File: src/rtl/vcmp_pkg.sv
package vcmp_pkg;

    localparam int SP_W = 32;

    typedef enum logic [2:0] {
        OP_CMP  = 3'd0,
        OP_AND  = 3'd1,
        OP_OR   = 3'd2,
        OP_XOR  = 3'd3,
        OP_ANDN = 3'd4,
        OP_SEL  = 3'd5
    } op_e;

    typedef enum logic [2:0] {
        PR_EQ = 3'd0,
        PR_NE = 3'd1,
        PR_LT = 3'd2,
        PR_LE = 3'd3,
        PR_GT = 3'd4,
        PR_GE = 3'd5
    } pred_e;

    typedef struct packed {
        logic        sign;
        logic [7:0]  expo;
        logic [22:0] frac;
    } sp_t;

    function automatic logic sp_is_nan(sp_t x);
        return (x.expo == 8'hFF) && (x.frac != '0);
    endfunction

    function automatic logic sp_is_zero(sp_t x);
        return (x.expo == 8'h00) && (x.frac == '0);
    endfunction

    function automatic logic [30:0] sp_mag(sp_t x);
        return {x.expo, x.frac};
    endfunction

endpackage

File: src/rtl/vcmp_lane.sv
module vcmp_lane
    import vcmp_pkg::*;
(
    input  sp_t   lhs,
    input  sp_t   rhs,
    input  pred_e pred,
    output logic  hit
);
    logic unordered;
    logic zeros;
    logic same;
    logic a_below;
    logic b_below;
    logic less;
    logic more;

    always_comb begin
        unordered = sp_is_nan(lhs) | sp_is_nan(rhs);
        zeros     = sp_is_zero(lhs) & sp_is_zero(rhs);
        same      = !unordered && (zeros || (lhs == rhs));
        a_below   = sp_mag(lhs) < sp_mag(rhs);
        b_below   = sp_mag(rhs) < sp_mag(lhs);
        less      = 1'b0;
        if (!unordered && !zeros) begin
            if (lhs.sign != rhs.sign) begin
                less = lhs.sign;
            end else if (lhs.sign) begin
                less = b_below;
            end else begin
                less = a_below;
            end
        end
        more = !unordered && !same && !less;
        case (pred)
            PR_EQ:   hit = same;
            PR_NE:   hit = !unordered && !same;
            PR_LT:   hit = less;
            PR_LE:   hit = less | same;
            PR_GT:   hit = more;
            PR_GE:   hit = more | same;
            default: hit = 1'b0;
        endcase
    end
endmodule

File: src/rtl/vcmp_mask_array.sv
module vcmp_mask_array
    import vcmp_pkg::*;
#(
    parameter int LANES = 8
) (
    input  logic [LANES*SP_W-1:0] lhs_vec,
    input  logic [LANES*SP_W-1:0] rhs_vec,
    input  pred_e                 pred,
    output logic [LANES*SP_W-1:0] mask
);
    logic [LANES-1:0] hit;

    for (genvar g = 0; g < LANES; g++) begin : g_lane
        vcmp_lane u_lane (
            .lhs  (sp_t'(lhs_vec[g*SP_W +: SP_W])),
            .rhs  (sp_t'(rhs_vec[g*SP_W +: SP_W])),
            .pred (pred),
            .hit  (hit[g])
        );
        assign mask[g*SP_W +: SP_W] = {SP_W{hit[g]}};
    end
endmodule

File: src/rtl/vcmp_bitwise.sv
module vcmp_bitwise
    import vcmp_pkg::*;
#(
    parameter int W = 256
) (
    input  op_e          op,
    input  logic [W-1:0] a,
    input  logic [W-1:0] b,
    input  logic [W-1:0] c,
    output logic [W-1:0] res
);
    always_comb begin
        case (op)
            OP_AND:  res = a & b;
            OP_OR:   res = a | b;
            OP_XOR:  res = a ^ b;
            OP_ANDN: res = ~a & b;
            OP_SEL:  res = (a & b) | (~a & c);
            default: res = '0;
        endcase
    end
endmodule

File: src/rtl/vlane_cmpsel_unit.sv
module vlane_cmpsel_unit
    import vcmp_pkg::*;
#(
    parameter int LANES = 8
) (
    input  logic                  clk,
    input  logic                  rst,
    input  logic                  in_valid,
    input  logic [2:0]            op_sel,
    input  logic [2:0]            pred_sel,
    input  logic [LANES*32-1:0]   src_a,
    input  logic [LANES*32-1:0]   src_b,
    input  logic [LANES*32-1:0]   src_c,
    output logic                  out_valid,
    output logic [LANES*32-1:0]   out_result
);
    localparam int VEC_W = LANES * SP_W;

    op_e              op;
    pred_e            pred;
    logic [VEC_W-1:0] cmp_mask;
    logic [VEC_W-1:0] logic_res;
    logic [VEC_W-1:0] next_res;
    logic [VEC_W-1:0] res_q;
    logic             vld_q;

    assign op   = op_e'(op_sel);
    assign pred = pred_e'(pred_sel);

    vcmp_mask_array #(.LANES(LANES)) u_cmp (
        .lhs_vec (src_a),
        .rhs_vec (src_b),
        .pred    (pred),
        .mask    (cmp_mask)
    );

    vcmp_bitwise #(.W(VEC_W)) u_bits (
        .op  (op),
        .a   (src_a),
        .b   (src_b),
        .c   (src_c),
        .res (logic_res)
    );

    assign next_res = (op == OP_CMP) ? cmp_mask : logic_res;

    always_ff @(posedge clk) begin
        if (rst) begin
            res_q <= '0;
            vld_q <= 1'b0;
        end else begin
            vld_q <= in_valid;
            if (in_valid) begin
                res_q <= next_res;
            end
        end
    end

    assign out_valid  = vld_q;
    assign out_result = res_q;

    assert_valid_follows_R1: assert property (@(posedge clk) disable iff (rst)
        in_valid |=> out_valid);
    assert_idle_no_valid_R1: assert property (@(posedge clk) disable iff (rst)
        !in_valid |=> !out_valid);
    assert_hold_when_idle_R2: assert property (@(posedge clk) disable iff (rst)
        !in_valid |=> $stable(out_result));
    assert_unused_op_zero_R10: assert property (@(posedge clk) disable iff (rst)
        (in_valid && op_sel > 3'd5) |=> (out_result == '0));

    for (genvar g = 0; g < LANES; g++) begin : g_chk
        assert_full_lane_mask_R3: assert property (@(posedge clk) disable iff (rst)
            (in_valid && op_sel == 3'd0) |=>
            (out_result[g*SP_W +: SP_W] == '0 || out_result[g*SP_W +: SP_W] == '1));
        assert_nan_false_R6: assert property (@(posedge clk) disable iff (rst)
            (in_valid && op_sel == 3'd0 &&
             (sp_is_nan(sp_t'(src_a[g*SP_W +: SP_W])) || sp_is_nan(sp_t'(src_b[g*SP_W +: SP_W]))))
            |=> (out_result[g*SP_W +: SP_W] == '0));
    end
endmodule

File: config.mk
export PLATFORM = sky130hd
export DESIGN_NAME = vlane_cmpsel_unit
export DESIGN_NICKNAME = d
export VERILOG_FILES = /design/src/rtl/vcmp_pkg.sv /design/src/rtl/vcmp_lane.sv /design/src/rtl/vcmp_mask_array.sv /design/src/rtl/vcmp_bitwise.sv /design/src/rtl/vlane_cmpsel_unit.sv
export SDC_FILE = /design/constraint.sdc
export NUM_CORES = 2
export LEC_CHECK = 0
export ABC_AREA = 1
export BUFFER_PORTS_ARGS = -buffer_cell sky130_fd_sc_hd__buf_2
export CORE_AREA = 2 2 404 406
export CTS_CLUSTER_DIAMETER = 150
export CTS_CLUSTER_SIZE = 20
export DETAILED_ROUTE_END_ITERATION = 12
export DIE_AREA = 0 0 406 408
export PLACE_DENSITY = 0.46
export SETUP_SLACK_MARGIN = 0.2
export SKIP_LAST_GASP = 1
export SYNTH_ARGS = -nofsm -noshare
export SYNTH_HDL_FRONTEND = slang
export SYNTH_SLANG_ARGS = --single-unit
File: constraint.sdc
create_clock -name clk -period 2.9 [get_ports clk]
set_clock_uncertainty 0.05 [all_clocks]
set_input_delay 0.145 -clock clk [delete_from_list [all_inputs] [get_ports clk]]
set_output_delay 0.145 -clock clk [all_outputs]
set_load 0.03 [all_outputs]
# Word level (Yosys, flattened, before mapping)

Index checks and enable logic that the tools add are counted.

Output and inout bits: 257
Bits of input ports: 777
Word-level logic and storage cells: 287
Register bits after elaboration: 257

Magnitude comparators: 16
Reduce and logical (&&, ||, !) cells: 154
Muxes and demuxes: 34
Equality and inequality tests: 42
Bitwise logic cells: 39

Operators by type and width:

| cell               | count |
|---|---|
| $pmux 256 s5       | 1 |
| $and 256x256->256  | 3 |
| $or 256x256->256   | 2 |
| $lt 31x31->1       | 16 |
| $logic_not 23->1   | 16 |
| $reduce_bool 23->1 | 16 |
| $eq 32x32->1       | 8 |
| $mux 256           | 1 |
| $not 256->256      | 1 |
| $xor 256x256->256  | 1 |
| $eq 8x8->1 const B | 16 |
| $logic_not 8->1    | 16 |
| $logic_and 1x1->1  | 64 |
| $pmux 1 s6         | 8 |
| $logic_not 1->1    | 32 |
| $mux 1             | 24 |
| $or 1x1->1         | 24 |
| $eq 3x2->1 const B | 4 |
| $eq 3x3->1 const B | 4 |
| $and 1x1->1        | 8 |
| $logic_or 1x1->1   | 8 |
| $ne 1x1->1         | 8 |
| $eq 3x1->1 const B | 2 |
| $logic_not 3->1    | 2 |

# Longest topological paths before layout

Depth after elaboration: 11
Gate-level depth with buffers: 23
Gate-level depth less buffers: 22

# Cells and area by module

Synthesis repeated with hierarchy kept, for this count alone.

Cell total of the unflattened synthesis: 9,493
Area, all modules: 53,700.3 um2

By module, submodules not included:

| module            | area an instance (um2) | times used | seq. area each (um2) | cells an instance |
|---|---|---|---|---|
| vcmp_bitwise      | 27,552.7               | 1          | 0.0                  | 5,002 |
| vlane_cmpsel_unit | 13,815.8               | 1          | 5,144.9              | 2,251 |
| vcmp_lane         | 1,308.8                | 8          | 0.0                  | 249 |
| vcmp_mask_array   | 1,861.8                | 1          | 0.0                  | 248 |

# Worst setup path after synthesis

Ideal clock, no wire load.

Kind: input to register
From: input src_a[245]
To: register res_q[225], in the netlist out_result[225]
Library setup time: 133 ps
Setup slack: 810 ps
Stages: 18
Arrival time: 1,908 ps
Path buffers: 1
Required time: 2,717 ps
Cells stage by stage: inv_1 > ha_1 > nor2_2 > nor3b_1 > nand3_1 > nor2_1 > nand2_1 > nand2_2 > nand2_2 > nand2_2 > nand2_1 > nand3_1 > nand2_1 > nor2_1 > nand2_2 > nand2_4 > buf_6 > a21oi_2

Cells in the longest elaborated chain, start to end: 11
Elaborated cells between the ends (all ways): 25
Classes of those cells: order compare (2); eq/ne (1); mux (5); bitwise (4); reduce/logical (13)

RTL lines:

| element                                                              | line                    | RTL |
|---|---|---|
| start, declared                                                      | vlane_cmpsel_unit.sv:11 | `input logic [LANES*32-1:0] src_a,` |
| parallel branches: the longest is 9 deep, another holds $lt 31x31->1 | --                      |  |
| $pmux 1 s6 *                                                         | vcmp_lane.sv:34         | `case (pred)` |
| $mux 256 *                                                           | vlane_cmpsel_unit.sv:45 | `assign next_res = (op == OP_CMP) ? cmp_mask : logic_res;` |
| end signal, assigned                                                 | vlane_cmpsel_unit.sv:54 | `res_q <= next_res;` |
| end, declared                                                        | vlane_cmpsel_unit.sv:24 | `logic [VEC_W-1:0] res_q;` |

Every way passes the cells marked *.
A chain may end at the register's enable or synchronous reset.

# Final worst setup path

From: input src_c[239]
To: register res_q[239], in the netlist out_result[239]

Cells in the longest elaborated chain, start to end: 4

RTL lines:

| element           | line                    | RTL |
|---|---|---|
| start, declared   | vlane_cmpsel_unit.sv:13 | `input logic [LANES*32-1:0] src_c,` |
| $and 256x256->256 | vcmp_bitwise.sv:18      | `OP_SEL: res = (a & b) \| (~a & c);` |
| $or 256x256->256  | vcmp_bitwise.sv:18      |  |
| $pmux 256 s5      | vcmp_bitwise.sv:13      | `case (op)` |
| $mux 256          | vlane_cmpsel_unit.sv:45 |  |

Every way passes these cells.

==> impl_metrics.toml <==
[die]
chipWidth_um = 406
die_y_um = 408
initial_utilization = 0.2244
io_pins = 1034
row_count = 148
die_area_um2 = 165600
core_area_um2 = 161700

[placed_design]
io_buffer_count = 1033
dp_hpwl_mm = 167.7
dpl-instance-area_um2 = 45750
placedCellCount = 8698
place_congestion = 0.9438

[cells_and_area]
drive_gt1_frac = 0.2256
final_area_um2 = 52890
layout_commonest_cell = "nand2_1"
area_growth_pct = 45.83
stdcell_count = 9379
final_cell_mix = "nand2_1, buf_2, ha_1, inv_1, o21ai_0"
final_nets = 8673
fin_util = 0.3272

[yosys]
synth_area_leaders = "ha_1, dfxtp_1, nand2_1"
ys_seq_elements = 257
synth_cells = 5448
synth_fp_nets = 7001
synth.distinct_cells = 44
ys_async_sr_fraction = 0
syn_area_per_cell_um2 = 6.658
seq_area_frac_synth = 0.1418
yosys_warnings = 0
synth_edf_count = 0
yosys.area.top_type = "ha_1"
synth-main-ff-cell = "dfxtp_1"
netlist.area_leader.share = 0.2677
syn-cell-area_um2 = 36270

[clock_network]
clock_path_buffers = 3
clkSinkCount = 257
path_clk_slew_ps = 100
clock_latency_ps = 630
cts_tree = "done"
root_buffer = "clkbuf_16"
cts_made_buffers = 22
htree_levels = 1

[global_route]
grt_usage = 0.2419
grt_start_max_net_pins = 150
grt_overflow_total = 0
grt_pass1_vias = 44680
grt_pass1_wl_mm = 299.4
antenna_found_initial = 123

[worst_setup_path]
path_max_fanout = 1
reg2reg_depth = 2
crit_path_start_kind = "input pin"
cp-end-kind = "register"
critical_path_arrival_ps = 3120
crit_required_ps = 3380
crit_type = "input pin to register"

[timing]
setup_violations = 0
fmax_mhz = 379.1
worst-slew-pin-transition_ps = 1196
finalHoldViolations = 0
fin_setup_tns_ps = 0
min_period_ps = 2638
min_period_over_period = 0.9096
timing.final.max_slew_violations = 0
rsz0062_at_grt = "true"
slew-limit-headroom = 0.2026
fin_hold_ws_ps = 60.11

[detailed_routing]
remaining_drc_errors = 0
routed.top_layer = "met5"
postRouteAntennaNets = 0
wl_met3_mm = 14.43
firstDrtPassIters = 5
drt_iter0_markers = 3060
via_per_inst = 4.875
wl_mm = 214.2
route.met2.wl_mm = 99.99
wl_per_cell_um = 22.84
wl_met1_mm = 89.23
num_vias = 45720

[status]
status = "finished clean"

[flow_run]
cap_viol_max_count = 0

[power]
p_per_area_nw_per_um2 = 276.5
leakage_nw = 26.54
ir_drop_mv = 0.4075

[worst_hold_path]
whs_path_depth = 7
hp-class = "input pin to register"
cell type report:
| class | instances | area [µm²] |
|---|---|---|
| Antenna cell | 69 | 172.7 |
| Clock buffer | 26 | 616.8 |
| Clock inverter | 13 | 147.6 |
| Sequential cell | 257 | 5145 |
| Multi-Input combinational cell | 4199 | 27590 |
| Timing Repair Buffer | 1894 | 13680 |
| Fill cell | 17810 | 108800 |
| Tap cell | 2175 | 2721 |
| Inverter | 746 | 2823 |
through the flow:
step / total power [W] / worst slack (ps)
after floorplan: 0.007242 / 809.7
after global placement: 0.01005 / -609.4
final: 0.01463 / 262.1
after CTS: 0.01469 / 222.6
after detailed placement: 0.01007 / -469.1
after global routing: 0.01551 / 192.9
power by group:
group	leakage [nW]	switching, W	internal, W	total (W)
clock network	0.374	0.00212	0.00161	0.00373
logic	24.0	0.00420	0.00272	0.00692
registers	2.13	0.000178	0.00380	0.00398
per-layer routing:
| metal | global-route usage | up-vias |
|---|---|---|
| met3 | 0.05205 | 393 |
| met4 | 0.1093 | 68 |
| met2 | 0.4091 | 1648 |
| li1 | - | 21960 |
| met1 | 0.2911 | 21660 |
| met5 | 0 | - |
path summary, 6_finish.rpt:
check | end | from | slack [ps]
setup / recovery | out_result[239] | src_c[239] | 260
hold / removal | out_result[80] | src_c[80] | 60
setup reg to reg | out_result[95] | out_result[95] | 1990
hold reg to reg | out_result[82] | out_result[82] | 480
worst max-delay path, stage by stage:
cell	delay, ps
dlygate4sd3_1	520
buf_2	160
nand2_1	70
dlygate4sd3_1	530
o21ai_0	70
dlygate4sd3_1	550
a2111oi_1	400
dlygate4sd3_1	600
a21oi_1	60
sequential cells by signal, indices dropped and copies added, names as in the netlist:
name and cells:
out_result 256, out_valid 1
Yosys cell counts (5+ instances only):
master / instances
a2111oi_0: 158
a211oi_1: 98
a21o_1: 11
a21oi_1: 216
a21oi_2: 113
and3_1: 5
buf_1: 15
buf_2: 44
buf_6: 24
clkbuf_1: 163
dfxtp_1: 257
ha_1: 776
inv_1: 740
inv_2: 6
nand2_1: 1257
nand2_2: 17
nand3_1: 109
nand3b_1: 9
nand4_1: 108
nor2_1: 288
nor2_2: 11
nor3_1: 32
nor3_2: 6
nor4_1: 65
o2111ai_1: 96
o21ai_0: 664
o21bai_1: 26
o22ai_1: 106
cell families after synthesis:
family | share of synthesized area
buf+inv | 0.1091
simple gates | 0.2226
fa+ha+maj | 0.2677
flops | 0.1418
compound gates | 0.2587
timing repair:
| action | 4_1_cts | 5_1_grt |
|---|---|---|
| buffers inserted | 0 | 1 |
| hold endpoints to repair | 232 | 0 |
| hold buffers | 563 | 0 |
| gates resized for setup | 0 | 93 |
| setup endpoints to repair | 0 | 255 |
(Power assumes the default switching activity.)
